--- src/rtl/fcl_pkg.sv ---
package fcl_pkg;
  localparam int XW      = 65;             // transcoded word width
  localparam int BLK_W   = 66;             // restored block width
  localparam int PAR_W   = 32;             // check bits per frame
  localparam int MIX_POS = 9;              // word bit holding payload D8
  localparam logic [PAR_W-1:0] GEN_TAPS = 32'h00A0_0805; // g(x) without x^32

  // Advance the remainder register over one word, bit 0 first.
  function automatic logic [PAR_W-1:0] synd_step(input logic [PAR_W-1:0] crc,
                                                 input logic [XW-1:0]    w);
    logic [PAR_W-1:0] c;
    logic             fb;
    c = crc;
    for (int b = 0; b < XW; b++) begin
      fb = w[b] ^ c[PAR_W-1];
      c  = {c[PAR_W-2:0], 1'b0} ^ (fb ? GEN_TAPS : '0);
    end
    return c;
  endfunction

  // Undo the D8 mixing and rebuild both sync bits.
  function automatic logic [BLK_W-1:0] restore_block(input logic [XW-1:0] w);
    logic s1;
    s1 = w[0] ^ w[MIX_POS];
    return {w[XW-1:1], s1, ~s1};
  endfunction
endpackage

--- src/rtl/fcl_synd.sv ---
module fcl_synd
  import fcl_pkg::*;
#(
  parameter int WORDS = 32
) (
  input  logic          clk,
  input  logic          rst_n,
  input  logic          in_vld,
  input  logic [XW-1:0] in_word,
  input  logic          slip,
  output logic          accept,
  output logic          is_data,
  output logic          frame_done,
  output logic          frame_ok
);
  localparam int SLOT_W = $clog2(WORDS + 1);

  logic [SLOT_W-1:0] slot_q;
  logic [PAR_W-1:0]  crc_q;
  logic              skip_q;

  always_comb begin
    accept     = in_vld & ~skip_q;
    frame_done = accept & (slot_q == SLOT_W'(WORDS));
    is_data    = accept & ~frame_done;
    frame_ok   = (crc_q == in_word[PAR_W-1:0]);
  end

  always_ff @(posedge clk) begin
    if (!rst_n) begin
      slot_q <= '0;
      crc_q  <= '0;
      skip_q <= 1'b0;
    end else begin
      if (slip)        skip_q <= 1'b1;
      else if (in_vld) skip_q <= 1'b0;

      if (frame_done) begin
        slot_q <= '0;
        crc_q  <= '0;
      end else if (accept) begin
        slot_q <= slot_q + 1'b1;
        crc_q  <= synd_step(crc_q, in_word);
      end
    end
  end
endmodule

--- src/rtl/fcl_lock.sv ---
module fcl_lock #(
  parameter int LOCK_GOOD = 4,
  parameter int LOSS_BAD  = 8
) (
  input  logic clk,
  input  logic rst_n,
  input  logic frame_done,
  input  logic frame_ok,
  output logic locked,
  output logic slip,
  output logic synd_err
);
  localparam int GOOD_W = $clog2(LOCK_GOOD + 1);
  localparam int BAD_W  = $clog2(LOSS_BAD + 1);

  logic [GOOD_W-1:0] good_q;
  logic [BAD_W-1:0]  bad_q;
  logic              locked_q;
  logic              fail, gain, lose;

  always_comb begin
    fail = frame_done & ~frame_ok;
    gain = ~locked_q & frame_done & frame_ok & (good_q == GOOD_W'(LOCK_GOOD - 1));
    lose = locked_q & fail & (bad_q == BAD_W'(LOSS_BAD - 1));
    slip = fail & (~locked_q | lose);
  end

  always_ff @(posedge clk) begin
    if (!rst_n) begin
      good_q   <= '0;
      bad_q    <= '0;
      locked_q <= 1'b0;
      synd_err <= 1'b0;
    end else begin
      synd_err <= fail & locked_q;
      if (frame_done) begin
        if (locked_q) begin
          good_q <= '0;
          if (frame_ok)  bad_q <= '0;
          else if (lose) begin
            bad_q    <= '0;
            locked_q <= 1'b0;
          end else       bad_q <= bad_q + 1'b1;
        end else begin
          bad_q <= '0;
          if (!frame_ok) good_q <= '0;
          else if (gain) begin
            good_q   <= '0;
            locked_q <= 1'b1;
          end else       good_q <= good_q + 1'b1;
        end
      end
    end
  end

  assign locked = locked_q;
endmodule

--- src/rtl/fcl_hdr.sv ---
module fcl_hdr
  import fcl_pkg::*;
(
  input  logic             clk,
  input  logic             rst_n,
  input  logic             emit,
  input  logic [XW-1:0]    in_word,
  output logic             blk_vld,
  output logic [BLK_W-1:0] blk_data
);
  always_ff @(posedge clk) begin
    if (!rst_n) begin
      blk_vld  <= 1'b0;
      blk_data <= '0;
    end else begin
      blk_vld <= emit;
      if (emit) blk_data <= restore_block(in_word);
    end
  end
endmodule

--- src/rtl/fcl_frame_lock.sv ---
module fcl_frame_lock
  import fcl_pkg::*;
#(
  parameter int WORDS     = 32,
  parameter int LOCK_GOOD = 4,
  parameter int LOSS_BAD  = 8
) (
  input  logic        clk,
  input  logic        rst_n,
  input  logic        in_vld,
  input  logic [64:0] in_word,
  output logic        blk_vld,
  output logic [65:0] blk_data,
  output logic        locked,
  output logic        synd_err
);
  // Named internal events, observed by the bound checker.
  logic accept, is_data, frame_done, frame_ok, slip, emit;

  fcl_synd #(.WORDS(WORDS)) u_synd (
    .clk        (clk),
    .rst_n      (rst_n),
    .in_vld     (in_vld),
    .in_word    (in_word),
    .slip       (slip),
    .accept     (accept),
    .is_data    (is_data),
    .frame_done (frame_done),
    .frame_ok   (frame_ok)
  );

  fcl_lock #(.LOCK_GOOD(LOCK_GOOD), .LOSS_BAD(LOSS_BAD)) u_lock (
    .clk        (clk),
    .rst_n      (rst_n),
    .frame_done (frame_done),
    .frame_ok   (frame_ok),
    .locked     (locked),
    .slip       (slip),
    .synd_err   (synd_err)
  );

  assign emit = is_data & locked;

  fcl_hdr u_hdr (
    .clk      (clk),
    .rst_n    (rst_n),
    .emit     (emit),
    .in_word  (in_word),
    .blk_vld  (blk_vld),
    .blk_data (blk_data)
  );
endmodule

--- config.mk ---
export PLATFORM = sky130hd
export DESIGN_NAME = fcl_frame_lock
export DESIGN_NICKNAME = d
export VERILOG_FILES = /design/src/rtl/fcl_pkg.sv /design/src/rtl/fcl_synd.sv /design/src/rtl/fcl_lock.sv /design/src/rtl/fcl_hdr.sv /design/src/rtl/fcl_frame_lock.sv
export SDC_FILE = /design/constraint.sdc
export NUM_CORES = 1
export LEC_CHECK = 0
export ABC_AREA = 1
export BUFFER_PORTS_ARGS = -buffer_cell sky130_fd_sc_hd__buf_2
export CORE_ASPECT_RATIO = 2
export CORE_MARGIN = 10
export CORE_UTILIZATION = 62
export CTS_CLUSTER_SIZE = 24
export DETAILED_ROUTE_END_ITERATION = 16
export PLACE_DENSITY = 0.87
export SLEW_MARGIN = 0
export SYNTH_ARGS = -nofsm -noshare
export SYNTH_HDL_FRONTEND = slang
export SYNTH_SLANG_ARGS = --single-unit
--- constraint.sdc ---
create_clock -name clk -period 6.7 [get_ports clk]
set_input_delay 0.335 -clock clk [delete_from_list [all_inputs] [get_ports clk]]
set_output_delay 0.335 -clock clk [all_outputs]
set_load 0.1 [all_outputs]
==> results of run 1 <==
## sequential cells by signal, indices dropped and copies added (netlist names)
signal and flops:
u_synd.skip_q 1, u_hdr.blk_vld 1, u_hdr.blk_data 66, u_lock.locked 1, u_lock.bad_q 4, u_synd.crc_q 32
u_lock.good_q 3, u_lock.synd_err 1, u_synd.slot_q 6
## worst paths after layout
kind | startpoint | end | cells past startpoint
worst max-delay path | u_synd.crc_q[17]$_SDFFE_PP0P_ | u_synd.crc_q[27]$_SDFFE_PP0P_ | 27
worst min-delay path | in_word[43] | u_hdr.blk_data[44]$_SDFFE_PN0P_ | 3
worst max register to register | u_synd.crc_q[17]$_SDFFE_PP0P_ | u_synd.crc_q[27]$_SDFFE_PP0P_ | 27
worst min register to register | u_hdr.blk_data[0]$_SDFFE_PN0P_ | u_hdr.blk_data[0]$_SDFFE_PN0P_ | 2
## logic make-up after synthesis
| kind of cell | after synthesis |
|---|---|
| AND/OR/NAND/NOR | 650 |
| buffers and inverters | 189 |
| AO/OA/AOI/OAI | 161 |
| flip-flops | 115 |
| XOR/XNOR | 109 |
| adder cells (fa/ha/maj) | 4 |
## cell usage in the layout, fill, tap and decap left out, drive strengths merged, types with 18 or more instances in the layout
| cell type | n |
|---|---|
| o21ai | 92 |
| a21oi | 61 |
| nand2 | 404 |
| nor2 | 99 |
| xnor2 | 56 |
| nand3 | 114 |
| clkbuf | 18 |
| dfxtp | 115 |
| buf | 142 |
| xor2 | 53 |
| inv | 164 |
## worst reg2reg max path, stage by stage, from the launching register on
cell	delay [ps]
dfxtp_1	360
xnor2_1	670
nand2_1	160
nand2_1	100
nand2_1	60
nand2_2	100
inv_1	80
nand2_1	90
nand2_1	60
nand2_1	70
nand2_2	80
inv_2	80
nand2_1	70
nand2_1	100
nand2_1	60
nand2_2	80
inv_1	60
nand2_1	70
nand2_1	50
nand2_1	70
nand2_1	130
inv_1	100
nand2_1	50
nand2_1	160
xor2_1	410
nor2_1	90
o21ai_1	150
inv_1	50
## stage by stage
stage | setup WS [ps] | util (%) | hold slack (ps)
final | 3010 | 74.4 | 165
after global routing | 2790 | 74.4 | 197
after CTS | 3310 | 74.4 | 158
after detailed placement | 3240 | 69.6 | 450
after global placement | 3240 | 69.6 | 444
after floorplan | 4140 | - | 432
## metal layers
layer / part of all wire (%) / up-vias / routed length, µm
li1: - / 4123 / -
met1: 33 / 3908 / 9760
met2: 50 / 433 / 15000
met3: 6.8 / 180 / 2010
met4: 9.9 / 0 / 2930
met5: 0 / - / 0
## final cells by class
cell class	count	area (µm²)
clock inverters	13	149
fillers	1031	3120
clock buffers	18	439
flip-flops and latches	115	2300
multi-input cells	924	4680
well taps	147	184
inverters	158	593
repair buffers	142	726
==> results.json, run 1 <==
{
  "outcome": "finished, final reports clean",
  "coreArea_mm2": 0.0122,
  "insertion_delay_ps": 430,
  "syn_avg_cell_area_um2": 6.27,
  "drive_above_1_share_pct": 16.6,
  "relSlewSlack_pct": 40.2,
  "synth_top_family_by_area": "simple AND/OR/NAND/NOR gates",
  "setup_viol_count_final": 0,
  "grt_max_degree": 96,
  "grt_use_met2_pct": 57.6,
  "r2r_setup_slack_ps": 3010,
  "period_share_pct": 55.1,
  "synthTopCellsByCount": "nand2_1 (374), inv_1 (150), dfxtp_1 (115)",
  "clk_pin_slew_ps": 60,
  "yosys-mux-area-fraction_pct": 0,
  "yosys.area.top_type": "dfxtp_1",
  "grt_usage_pct": 33.0,
  "via_per_inst": 5.70,
  "clk_path_buf_depth": 2,
  "cp_slowest_cell": "xnor2_1",
  "synth-edff-count": 0,
  "grt_pass1_vias": 8481,
  "cp.required_ps": 7020,
  "critPathBufInv": 5,
  "ys_seq_elements": 115,
  "cts_made_buffers": 17,
  "netlist_area_mm2": 0.00770,
  "area_growth_pct": 17.8,
  "port_buffers": 136,
  "grt_pass1_wl_um": 45000,
  "min_period_ps": 3690,
  "hold_class": "in2reg",
  "wl_per_cell_um": 19.5,
  "skew_ps": 15.8,
  "synthXorXnorAreaFrac_pct": 13.1,
  "ys_seq_area_share_pct": 29.9,
  "cp-start-kind": "register",
  "maxSlewViolCount": 0,
  "dr.pass1.iters": 8,
  "cts.sinks": 115,
  "vias": 8644,
  "die_h_um": 178,
  "cts_setup_buffers": 0,
  "cp_common_cell": "nand2_1",
  "final_net_count": 1430,
  "synth-async-reset-ratio_pct": 0,
  "routabilityCongestion": 1.17,
  "yosysMostFrequentCell": "nand2_1",
  "cp.arrival_ps": 4010,
  "fmax_ghz": 0.271,
  "die_w_um": 98.8,
  "htreeDepth": 4,
  "antenna_found_initial": 0,
  "end_kind": "register",
  "cts.root.buffer_cell": "clkbuf_16",
  "cts_resized": 0,
  "stdcell_count": 1517,
  "routed_wl_um": 29600,
  "synthFlopType": "dfxtp_1",
  "final.setup.tns_ps": 0,
  "place_hpwl_um": 22700,
  "synth-simple-area-share_pct": 36.2,
  "synth.area.top_cells": "dfxtp_1 (30%), nand2_1 (18%), inv_1 (7.3%), nand3_1 (7.1%), xnor2_1 (6.0%)",
  "cts_tree": "built",
  "drc": 0,
  "row_count": 57,
  "synth_compound_area_share_pct": 10.7,
  "place_inst": 1486,
  "hold_viol": 0,
  "ios": 137,
  "cpLargestDelayFamily": "simple AND/OR/NAND/NOR gates",
  "num_antenna_cells": 0,
  "fp.dieArea_mm2": 0.0175,
  "synth_top_area_share_pct": 29.9,
  "worst_pin_slew_ps": 897,
  "cts_hold_buf": 0,
  "worst-path-max-fanout": 4,
  "final_antenna_net_count": 0,
  "grt-busiest-layer": "met2",
  "drt-initial-drc-count": 627,
  "grt.met1_usage_pct": 31.8,
  "dpl-instance-area_mm2": 0.00848,
  "slowest_delay_ps": 670,
  "grt_use_met3_pct": 6.62,
  "path_class": "reg2reg",
  "maxCapViolCount": 0,
  "rsz0062_at_grt": "no",
  "yosys_warnings": 0,
  "synthAdderAreaFrac_pct": 0.650,
  "yosysUniqueCellTypes": 33,
  "synth.net_count": 1300,
  "initial_core_util_pct": 63.1,
  "overflow": 0,
  "synthCells": 1228,
  "fin_area_mm2": 0.00907
}
Power of run 1 is not shown: default switching activity piles up to over one toggle a cycle in this logic, so the estimate is an artifact.
==> inputs of run 2 (changes only) <==
CORE_UTILIZATION = 57   (was 62)
PLACE_DENSITY = 0.81   (was 0.87)
clock period = 3.8 ns   (was 6.7 ns; I/O delays follow)
==> results.json, run 2 (same netlist as run 1, synthesis figures left out) <==
{
  "r2r_setup_slack_ps": 240,
  "stdcell_count": 1532,
  "insertion_delay_ps": 420,
  "period_share_pct": 93.6,
  "biggestRegsByFlops": "u_hdr.blk_data x66, u_synd.crc_q x32, u_synd.slot_q x6",
  "cts_tree": "built",
  "grt_pass1_vias": 8316,
  "maxCapViolCount": 0,
  "fmax_ghz": 0.281,
  "path_class": "reg2reg",
  "failed_checks": "design-rule violations",
  "htreeDepth": 4,
  "place_inst": 1501,
  "final_antenna_net_count": 0,
  "via_per_inst": 5.57,
  "end_kind": "register",
  "area_growth_pct": 18.8,
  "worst_pin_slew_ps": 804,
  "cp.required_ps": 4120,
  "cts_setup_buffers": 0,
  "wl_per_cell_um": 19.6,
  "mostFrequentLayoutCell": "nand2_1",
  "drt-initial-drc-count": 613,
  "worst-path-max-fanout": 4,
  "reg2reg_from": "u_synd.crc_q[17]$_SDFFE_PP0P_",
  "crit_start": "u_synd.crc_q[17]$_SDFFE_PP0P_",
  "cts_hold_buf": 0,
  "setup_viol_count_final": 0,
  "place_hpwl_um": 23000,
  "cts_made_buffers": 17,
  "outcome": "finished, violations left",
  "min_period_ps": 3560,
  "fp.dieArea_mm2": 0.0188,
  "cts.root.buffer_cell": "clkbuf_16",
  "regMostFlops": "u_hdr.blk_data",
  "overflow": 0,
  "cp_common_cell": "nand2_1",
  "maxSlewViolCount": 0,
  "slowest_delay_ps": 620,
  "die_h_um": 184,
  "drc": 1,
  "drive_above_1_share_pct": 17.3,
  "ios": 137,
  "antenna_found_initial": 0,
  "mostFrequentLayoutCells": "nand2_1 (374), inv_1 (150), buf_2 (136)",
  "relSlewSlack_pct": 46.4,
  "routabilityCongestion": 1.14,
  "port_buffers": 136,
  "dr.pass1.iters": 12,
  "hold_viol": 0,
  "num_antenna_cells": 0,
  "cp_slowest_cell": "xnor2_1",
  "grt_max_degree": 96,
  "grt_pass1_wl_um": 44900,
  "final.setup.tns_ps": 0,
  "final_net_count": 1437,
  "clk_path_buf_depth": 2,
  "grt_usage_pct": 31.9,
  "cp-start-kind": "register",
  "rsz0062_at_grt": "no",
  "skew_ps": 8.90,
  "row_count": 60,
  "cp.arrival_ps": 3870,
  "clk_pin_slew_ps": 60,
  "r2r_end": "u_synd.crc_q[24]$_SDFFE_PP0P_",
  "routed_wl_um": 30000,
  "die_w_um": 102,
  "cp-endpoint": "u_synd.crc_q[24]$_SDFFE_PP0P_",
  "coreArea_mm2": 0.0134,
  "vias": 8538,
  "hold_class": "in2reg",
  "initial_core_util_pct": 57.6,
  "cts.sinks": 115,
  "largest_reg_flops": 66,
  "rr_worst_depth": 28
}
## run 2: worst min path at each step
stage / startpoint / to / slack [ps] / cells after the start
2_1_floorplan: in_word[10] / u_hdr.blk_data[11]$_SDFFE_PN0P_ / 320 / 2
5_1_grt: in_word[61] / u_hdr.blk_data[62]$_SDFFE_PN0P_ / 40 / 3
3_3_place_gp: u_lock.good_q[2]$_SDFFE_PN0P_ / u_lock.good_q[2]$_SDFFE_PN0P_ / 450 / 2
4_1_cts: in_word[61] / u_hdr.blk_data[62]$_SDFFE_PN0P_ / 30 / 3
6_report: in_word[53] / u_hdr.blk_data[54]$_SDFFE_PN0P_ / 30 / 3
3_5_place_dp: u_lock.good_q[2]$_SDFFE_PN0P_ / u_lock.good_q[2]$_SDFFE_PN0P_ / 460 / 2
## run 2: stage by stage
stage / util [%] / setup slack (ps) / hold WS (ps) / area (µm²)
after floorplan: - / 1240 / 325 / 7700
after global routing: 68.5 / 4.06 / 40.2 / 9150
after global placement: 64.0 / 430 / 446 / 8550
after detailed placement: 64.0 / 393 / 457 / 8550
after CTS: 68.4 / 364 / 30.2 / 9140
final: 68.5 / 245 / 26.9 / 9150
## run 2: layout make-up
cell class	instances	area [µm²]
clock buffer	18	439
clock inverter	13	150
fill	1259	4210
inverter	158	593
multi-input combinational	924	4690
sequential	115	2300
tap	155	194
timing repair buffer	149	778
## run 2: routing by layer
| metal | GRT usage (%) | wire length [µm] | vias up | share of wire [%] |
|---|---|---|---|---|
| met1 | 29.9 | 9770 | 3861 | 33 |
| met4 | 30.4 | 3090 | 0 | 10 |
| li1 | - | - | 4126 | - |
| met5 | 0 | 0 | - | 0 |
| met3 | 8.18 | 2050 | 159 | 6.8 |
| met2 | 54.1 | 15100 | 392 | 50 |
## run 2: timing repair
| action | in CTS | in global routing |
|---|---|---|
| endpoints found under the setup margin | 0 | 6 |
| endpoints found under the hold margin | 0 | 0 |
| gates resized for setup | 0 | 3 |
## run 2: critical path: cells and delay by family, from the launching register on
family,cells,cell delay [ps]
XOR/XNOR,1,620
buffers and inverters,5,350
flip-flops,1,360
AND/OR/NAND/NOR,22,2100
Power of run 2 is left out for the same reason.
